===== src/rtl/asmz_pkg.sv =====
package asmz_pkg;

  typedef enum logic [1:0] {
    SPD_NORMAL = 2'b00,
    SPD_DOUBLE = 2'b01,
    SPD_QUAD   = 2'b10,
    SPD_QUAD_B = 2'b11
  } spd_e;

  // Gain step per strobe; ramp length in strobes is full scale / step
  function automatic logic [2:0] ramp_step(spd_e s);
    case (s)
      SPD_NORMAL: return 3'd4;
      SPD_DOUBLE: return 3'd2;
      default:    return 3'd1;
    endcase
  endfunction

endpackage


===== src/rtl/asmz_gain_ramp.sv =====
module asmz_gain_ramp #(
  parameter int GAIN_MAX = 4096,
  parameter int GAIN_W   = 13
) (
  input  logic              clk,
  input  logic              rst_n,
  input  logic              stb,
  input  logic              mute,
  input  logic [1:0]        speed,
  output logic [GAIN_W-1:0] gain
);
  import asmz_pkg::*;

  localparam logic [GAIN_W-1:0] GMAX = GAIN_W'(GAIN_MAX);

  logic [GAIN_W-1:0] gain_q, gain_d, step;

  assign step = GAIN_W'(ramp_step(spd_e'(speed)));

  always_comb begin
    gain_d = gain_q;
    if (stb) begin
      if (mute) begin
        gain_d = (gain_q > step) ? gain_q - step : '0;
      end else begin
        gain_d = ((GMAX - gain_q) > step) ? gain_q + step : GMAX;
      end
    end
  end

  always_ff @(posedge clk or negedge rst_n) begin
    if (!rst_n) gain_q <= GMAX;
    else        gain_q <= gain_d;
  end

  assign gain = gain_q;

endmodule


===== src/rtl/asmz_scaler.sv =====
module asmz_scaler #(
  parameter int SAMPLE_W = 24,
  parameter int GAIN_W   = 13,
  parameter int SHIFT    = 12
) (
  input  logic                clk,
  input  logic                rst_n,
  input  logic                stb,
  input  logic [SAMPLE_W-1:0] din,
  input  logic [GAIN_W-1:0]   gain,
  output logic [SAMPLE_W-1:0] dout
);
  localparam int PROD_W = SAMPLE_W + GAIN_W + 1;

  logic signed [PROD_W-1:0] prod;
  logic [SAMPLE_W-1:0]      dout_q, dout_d;

  // Gain is non-negative: widen with a zero sign bit before the signed multiply
  assign prod = $signed(din) * $signed({1'b0, gain});

  always_comb begin
    dout_d = dout_q;
    if (stb) dout_d = SAMPLE_W'(prod >>> SHIFT);
  end

  always_ff @(posedge clk or negedge rst_n) begin
    if (!rst_n) dout_q <= '0;
    else        dout_q <= dout_d;
  end

  assign dout = dout_q;

endmodule


===== src/rtl/asmz_zero_mon.sv =====
module asmz_zero_mon #(
  parameter int SAMPLE_W = 24,
  parameter int ZERO_RUN = 8192
) (
  input  logic                clk,
  input  logic                rst_n,
  input  logic                stb,
  input  logic                pd,
  input  logic [SAMPLE_W-1:0] din_l,
  input  logic [SAMPLE_W-1:0] din_r,
  output logic                flag
);
  localparam int CNT_W = $clog2(ZERO_RUN + 1);
  localparam logic [CNT_W-1:0] LIMIT = CNT_W'(ZERO_RUN);

  logic [CNT_W-1:0] cnt_q, cnt_d;
  logic             flag_q, flag_d;
  logic             all_zero;

  assign all_zero = ~(|din_l) & ~(|din_r);

  always_comb begin
    cnt_d  = cnt_q;
    flag_d = flag_q;
    if (pd) begin
      cnt_d  = '0;
      flag_d = 1'b0;
    end else if (stb) begin
      if (all_zero) cnt_d = (cnt_q == LIMIT) ? LIMIT : cnt_q + 1'b1;
      else          cnt_d = '0;
      flag_d = all_zero && (cnt_q >= LIMIT - 1'b1);
    end
  end

  always_ff @(posedge clk or negedge rst_n) begin
    if (!rst_n) begin
      cnt_q  <= '0;
      flag_q <= 1'b0;
    end else begin
      cnt_q  <= cnt_d;
      flag_q <= flag_d;
    end
  end

  assign flag = flag_q;

endmodule


===== src/rtl/audio_softmute_zd.sv =====
module audio_softmute_zd #(
  parameter int SAMPLE_W  = 24,
  parameter int BASE_RAMP = 1024,
  parameter int ZERO_RUN  = 8192
) (
  input  logic                clk,
  input  logic                rst_n,
  input  logic                pwr_down,
  input  logic                smp_stb,
  input  logic [SAMPLE_W-1:0] in_left,
  input  logic [SAMPLE_W-1:0] in_right,
  input  logic                mute_req,
  input  logic [1:0]          speed_sel,
  output logic [SAMPLE_W-1:0] out_left,
  output logic [SAMPLE_W-1:0] out_right,
  output logic                zero_flag
);
  // Slowest mode uses step 1, so full scale is four normal-mode ramps
  localparam int GAIN_MAX = BASE_RAMP * 4;
  localparam int SHIFT    = $clog2(GAIN_MAX);
  localparam int GAIN_W   = SHIFT + 1;
  localparam int NCH      = 2;

  logic [1:0]              rst_pipe;
  logic                    core_rst_n;
  logic [GAIN_W-1:0]       ramp_gain;
  logic [NCH-1:0][SAMPLE_W-1:0] din_bus, dout_bus;

  // Reset asserts at once, releases two clocks later
  always_ff @(posedge clk or negedge rst_n) begin
    if (!rst_n) rst_pipe <= 2'b00;
    else        rst_pipe <= {rst_pipe[0], 1'b1};
  end
  assign core_rst_n = rst_pipe[1];

  asmz_gain_ramp #(.GAIN_MAX(GAIN_MAX), .GAIN_W(GAIN_W)) u_ramp (
    .clk   (clk),
    .rst_n (core_rst_n),
    .stb   (smp_stb),
    .mute  (mute_req),
    .speed (speed_sel),
    .gain  (ramp_gain)
  );

  assign din_bus = {in_right, in_left};

  for (genvar c = 0; c < NCH; c++) begin : g_chan
    asmz_scaler #(.SAMPLE_W(SAMPLE_W), .GAIN_W(GAIN_W), .SHIFT(SHIFT)) u_scale (
      .clk   (clk),
      .rst_n (core_rst_n),
      .stb   (smp_stb),
      .din   (din_bus[c]),
      .gain  (ramp_gain),
      .dout  (dout_bus[c])
    );
  end

  assign out_left  = dout_bus[0];
  assign out_right = dout_bus[1];

  asmz_zero_mon #(.SAMPLE_W(SAMPLE_W), .ZERO_RUN(ZERO_RUN)) u_zero (
    .clk   (clk),
    .rst_n (core_rst_n),
    .stb   (smp_stb),
    .pd    (pwr_down),
    .din_l (in_left),
    .din_r (in_right),
    .flag  (zero_flag)
  );

endmodule


===== config.mk =====
export PLATFORM = sky130hd
export DESIGN_NAME = audio_softmute_zd
export DESIGN_NICKNAME = d
export VERILOG_FILES = /design/src/rtl/asmz_pkg.sv /design/src/rtl/asmz_gain_ramp.sv /design/src/rtl/asmz_scaler.sv /design/src/rtl/asmz_zero_mon.sv /design/src/rtl/audio_softmute_zd.sv
export SDC_FILE = /design/constraint.sdc
export NUM_CORES = 2
export LEC_CHECK = 0
export ABC_AREA = 1
export ABC_CLOCK_PERIOD_IN_PS = 6500
export BUFFER_PORTS_ARGS = -buffer_cell sky130_fd_sc_hd__buf_2
export CAP_MARGIN = 10
export CORE_UTILIZATION = 55
export CTS_BUF_LIST = sky130_fd_sc_hd__clkbuf_8
export DETAILED_ROUTE_END_ITERATION = 6
export PLACE_DENSITY = 0.72
export SLEW_MARGIN = 5
export SYNTH_ARGS = -nofsm -noshare
export SYNTH_HDL_FRONTEND = slang
export SYNTH_SLANG_ARGS = --single-unit

===== constraint.sdc =====
create_clock -name clk -period 6.5 [get_ports clk]
set_clock_uncertainty 0.15 [all_clocks]
set_input_delay 1.625 -clock clk [delete_from_list [all_inputs] [get_ports clk]]
set_output_delay 1.625 -clock clk [all_outputs]
set_load 0.03 [all_outputs]

# Yosys cells after proc, flatten, opt, wreduce, memory -nomap -nowiden
# Cells that the tools add are included.
[totals] register_bits=78 inputBits=55 out_inout_bits=49 wordCells=35
[op_classes] add_sub_neg=4 mul=2 order_cmp=3 eq_ne=2 mux=10 n_bitwise=3 reduce_logical=5
[op_table] op="24-bit by 14-bit multiplier with 36-bit output" n=2
[op_table] op="14-bit 2-to-1 mux" n=4
[op_table] op="24-bit OR reduction" n=2
[op_table] op="13-bit 2-to-1 mux" n=3
[op_table] op="13-bit by 3-bit > comparator with 1-bit output" n=2
[op_table] op="14-bit by 1-bit adder with 14-bit output (second input constant)" n=1
[op_table] op="14-bit == test (second input constant)" n=1
[op_table] op="14-bit by 13-bit >= comparator with 1-bit output (second input constant)" n=1
[op_table] op="13-bit by 3-bit adder with 13-bit output" n=1
[op_table] op="13-bit subtractor (first input constant)" n=1
[op_table] op="13-bit by 3-bit subtractor with 13-bit output" n=1
[op_table] op="3-bit one-hot mux with 2 select lines" n=1
[op_table] op="2-bit by 1-bit == test with 1-bit output (second input constant)" n=1
[op_table] op="2-bit zero test" n=1
[op_table] op="1-bit 2-to-1 mux" n=2
[op_table] op="1-bit NOT" n=2
[op_table] op="2-bit nonzero test" n=1
[op_table] op="1-bit bitwise AND" n=1
[op_table] op="1-bit logical AND" n=1

# Logic depth before layout (Yosys ltp)
[logic_depth] ltp_word=6 depth_mapped=31 depth_no_buf=28

# By module
# From an unflattened synthesis, not the netlist that was laid out.
[hier_totals] cells_unflattened=3876 hier_area_um2=28310.9
[by_module_without_submodules] module="asmz_scaler at g_chan[0].u_scale" instances=1 cells_each=1695 area_per_inst_um2=12557.0 seq_area_each_um2=600.6
[by_module_without_submodules] module="asmz_scaler at g_chan[1].u_scale" instances=1 cells_each=1685 area_per_inst_um2=12464.5 seq_area_each_um2=600.6
[by_module_without_submodules] module="asmz_gain_ramp" instances=1 cells_each=303 area_per_inst_um2=1996.9 seq_area_each_um2=326.6
[by_module_without_submodules] module="asmz_zero_mon" instances=1 cells_each=190 area_per_inst_um2=1238.7 seq_area_each_um2=375.4
[by_module_without_submodules] module="audio_softmute_zd" instances=1 cells_each=3 area_per_inst_um2=53.8 seq_area_each_um2=50.0

# Worst setup path before layout
# Ideal clock, no wire load.
[synth_timing] path_kind="input -> register" startpoint="input port in_right[23]" endpoint="register g_chan[1].u_scale.dout_q[23]" setup_ns=0.117 arrival_time_ns=6.762 required_time_ns=6.233 slack_ns=-0.529 cell_stages=25 n_path_buf=1 path_cell_list="clkbuf_1 > nand2_1 > fa_1 > inv_1 > fa_1 > inv_1 > fa_1 > inv_1 > fa_1 > inv_1 > fa_1 > fa_1 > inv_1 > ha_1 > nand2_1 > nor3_1 > nand2_1 > nor2_1 > nand3_1 > inv_1 > nor2_1 > nand2_1 > nand2_1 > nand2_1 > nand2_1"
[synth_via] elab_chain_len=1
[synth_rtl] element="from (decl)" line_no="audio_softmute_zd.sv:11" text="input logic [SAMPLE_W-1:0] in_right,"
[synth_rtl] element="24-bit by 14-bit multiplier with 36-bit output" line_no="asmz_scaler.sv:19" text="assign prod = $signed(din) * $signed({1'b0, gain});"
[synth_rtl] element="to (signal assigned)" line_no="asmz_scaler.sv:28" text="else dout_q <= dout_d;"
[synth_rtl] element="to (decl)" line_no="asmz_scaler.sv:16" text="logic [SAMPLE_W-1:0] dout_q, dout_d;"
# Every way passes these cells.
# A chain may end at the register's enable or synchronous reset.

# Final worst setup path
[layout_timing] startpoint="input port in_right[23]" endpoint="register g_chan[1].u_scale.dout_q[21]"
# Same word-level chain as after synthesis.

==> metrics.txt <==
Site Rows=81; nets=4956; CP dominant cell by count=fa_1; Worst Path Buf+Inv=7; met3 WL=4100 microns; max layer used=met5; warnings from Yosys=0; reg-to-reg startpoint=u_ramp.gain[10]$_DFFE_PN0P_; CTS Hold Bufs=0; Wirelength per Cell=16.1 microns; Core Region=49400 sq um; H-tree depth=3; Design Area, Final=33700 sq um; crit path launch type=primary input; initial antenna violation count=4; TritonCTS clock tree=yes; DRT met1 WL=30100 microns; post-synthesis sequential area ratio=7.05%; share of the synthesized area in the top cell type=40.5%; #FFs+latches synth=78; antenna viol nets, final=0; Rel. slew slack=40.4%; Final Max Slew Viols=0; RSZ-0062 raised after global routing=true; Syn Nets=4609; CTS Buf Count=9; Worst setup EP type=register; Max Cap Viol=0; Data required, critical path=6.66 ns; met2 WL post-DR=40600 microns; number of synthesized flops with an enable pin=0; WP data arrival=6.62 ns; chip width=226 microns; post-route setup slack=0.0441 ns; IO Pins=104; CP Cell Sequence=buf_12, nand2_4, fa_1, inv_1, fa_2, buf_6, fa_1, fa_1, fa_1, inv_2, fa_1, inv_1, ha_4, nand2_2, buf_4, nor2_4, inv_2, nor4_4, nand2_2, nand2_2, nand2_2, nand3_1, nand2_1; largest net degree at the start of global routing=59; Port Buffer Count=103; final period utilization=99.3%; Fillers=4111; CTS Buffer Depth=2; Worst-Skew Late Latency=0.41 ns; Yosys top cell by area=fa_1; final hold vios=0; unique cell type count in the Yosys netlist=45; DRC=0; Mapped Area=27700 sq um; ranking of synthesized cells by area=fa_1 (40%), nand2_1 (15%), inv_1 (14%), ha_1 (8.0%), dfrtp_1 (7.0%); vias in the first global route=25400; cell with the most instances after synthesis=nand2_1; clock slew at reported path FFs=0.10 ns; Post-Route WL=78100 microns; final setup vio count=0; CP delay by family, top=adder cells; Die ar.=51300 sq um; first-pass GRT wire length=126000 microns; critical path class=in2reg; vias=24600; crit-path max cell delay=0.64 ns; Congestion Overflow GR=0; syn avg cell area=7.26 sq um; status=finished clean; Die Y=226 microns; # placed instances=4786; Tightest Pin Transition=0.890 ns; layout cells sized above 1=21.9%; Area Overhead vs Synth=21.7%; asr flop ratio synth=100%; Max Clk Rate=155 MHz; Clk Tree Root Cell=clkbuf_8; CTS sink count=78; number of iterations in the first detailed-routing pass=5; Initial Util=56.1%; initial drt markers=1543; Final Non-Filler Cells=4836; Post-Synthesis Cells=3817; DP HPWL=64700 microns; slowest CP cell=fa_2; Post-synth top cells=nand2_1 (1091), inv_1 (1066), fa_1 (560); via/cell ratio=5.09; Final GP Congestion=1.00; hold crit path type=reg2async; GRT Total Usage=31.6%; Post-DP Area=31400 sq um; min Tclk post-route=6.46 ns; Crit. Startpoint=in_right[23]; hold slack=0.118 ns; post-placement setup slack=-0.579 ns; Synth Flop Type=dfrtp_1; critical-path maximum fanout=7
layout by cell type, fill, tap and decap left out, drive strengths merged, types with 2 or more instances in the layout:
cell | netlist | layout
a21boi | 4 | 4
a21o | 5 | 5
a21oi | 85 | 85
a22oi | 5 | 5
a31oi | 14 | 14
and2 | 3 | 3
buf | 46 | 475
bufinv | 0 | 2
clkbuf | 98 | 14
clkinv | 2 | 2
dfrtp | 77 | 77
diode | 0 | 3
fa | 560 | 560
ha | 177 | 177
inv | 1090 | 1095
nand2 | 1093 | 1093
nand3 | 124 | 124
nand3b | 11 | 11
nand4 | 23 | 23
nor2 | 218 | 218
nor3 | 18 | 18
nor4 | 14 | 14
o211ai | 2 | 2
o21ai | 64 | 64
o21bai | 11 | 11
or2 | 16 | 16
xnor2 | 18 | 18
xor2 | 34 | 34
registers in the layout, indices dropped and copies added, names as in the netlist:
signal / count
g_chan.u_scale.dout: 48
u_zero.cnt_q: 14
u_ramp.gain: 13
rst_pipe: 2
u_zero.flag: 1
path summary, 6_finish.rpt:
| kind | to | slack [ns] | cells past startpoint |
|---|---|---|---|
| worst max-delay path | g_chan[1].u_scale.dout[21]$_DFFE_PN0P_ | 0.04 | 23 |
| worst min-delay path | u_zero.cnt_q[3]$_DFFE_PN0P_ | 0.12 | 0 |
| worst max register to register | g_chan[1].u_scale.dout[21]$_DFFE_PN0P_ | 0.30 | 23 |
| worst min register to register | u_zero.cnt_q[3]$_DFFE_PN0P_ | 0.12 | 0 |
| max in group asynchronous | u_ramp.gain[5]$_DFFE_PN0P_ | 5.03 | 1 |
| min in group clk | rst_pipe[1]$_DFF_PN0_ | 0.21 | 0 |
layer usage:
layer,GRT usage [%],up-vias
met1,37.8,12000
met5,0,-
li1,-,11600
met4,12.7,4
met3,3.49,202
met2,57.5,779
layout make-up:
cell class	instances	area [sq um]	area share [%]
Multi-Input combinational cell	2503	22800	67.6
Inverter	1092	4100	12.2
Timing Repair Buffer	480	3810	11.3
Sequential cell	78	1970	5.85
Tap cell	664	831	2.46
Clock buffer	9	124	0.367
Clock inverter	7	103	0.304
Antenna cell	3	7.51	0.0223
stage by stage:
step,TNS [ns],util (%)
global route,-1.38,68.3
finish,0,68.3
CTS,0,64.8
floorplan,-0.123,-
detailed placement,-20.94,63.6
global placement,-19.13,63.6
logic make-up after synthesis:
family,after synthesis,share of synthesized area (%)
compound gates,192,3.82
xor+xnor,52,1.64
fa+ha+maj,737,48.5
buf+inv,1236,16.8
flops,78,7.05
other cells,1,0.0135
simple gates,1521,22.2
timing repair:
action / CTS / global route
setup buffers: 7 / 24
pin swaps: 34 / 154
resized for setup: 74 / 434
endpoints found under the setup margin: 26 / 48
Power is not shown: default switching activity piles up to over one toggle a cycle in this logic, so the estimate is an artifact.
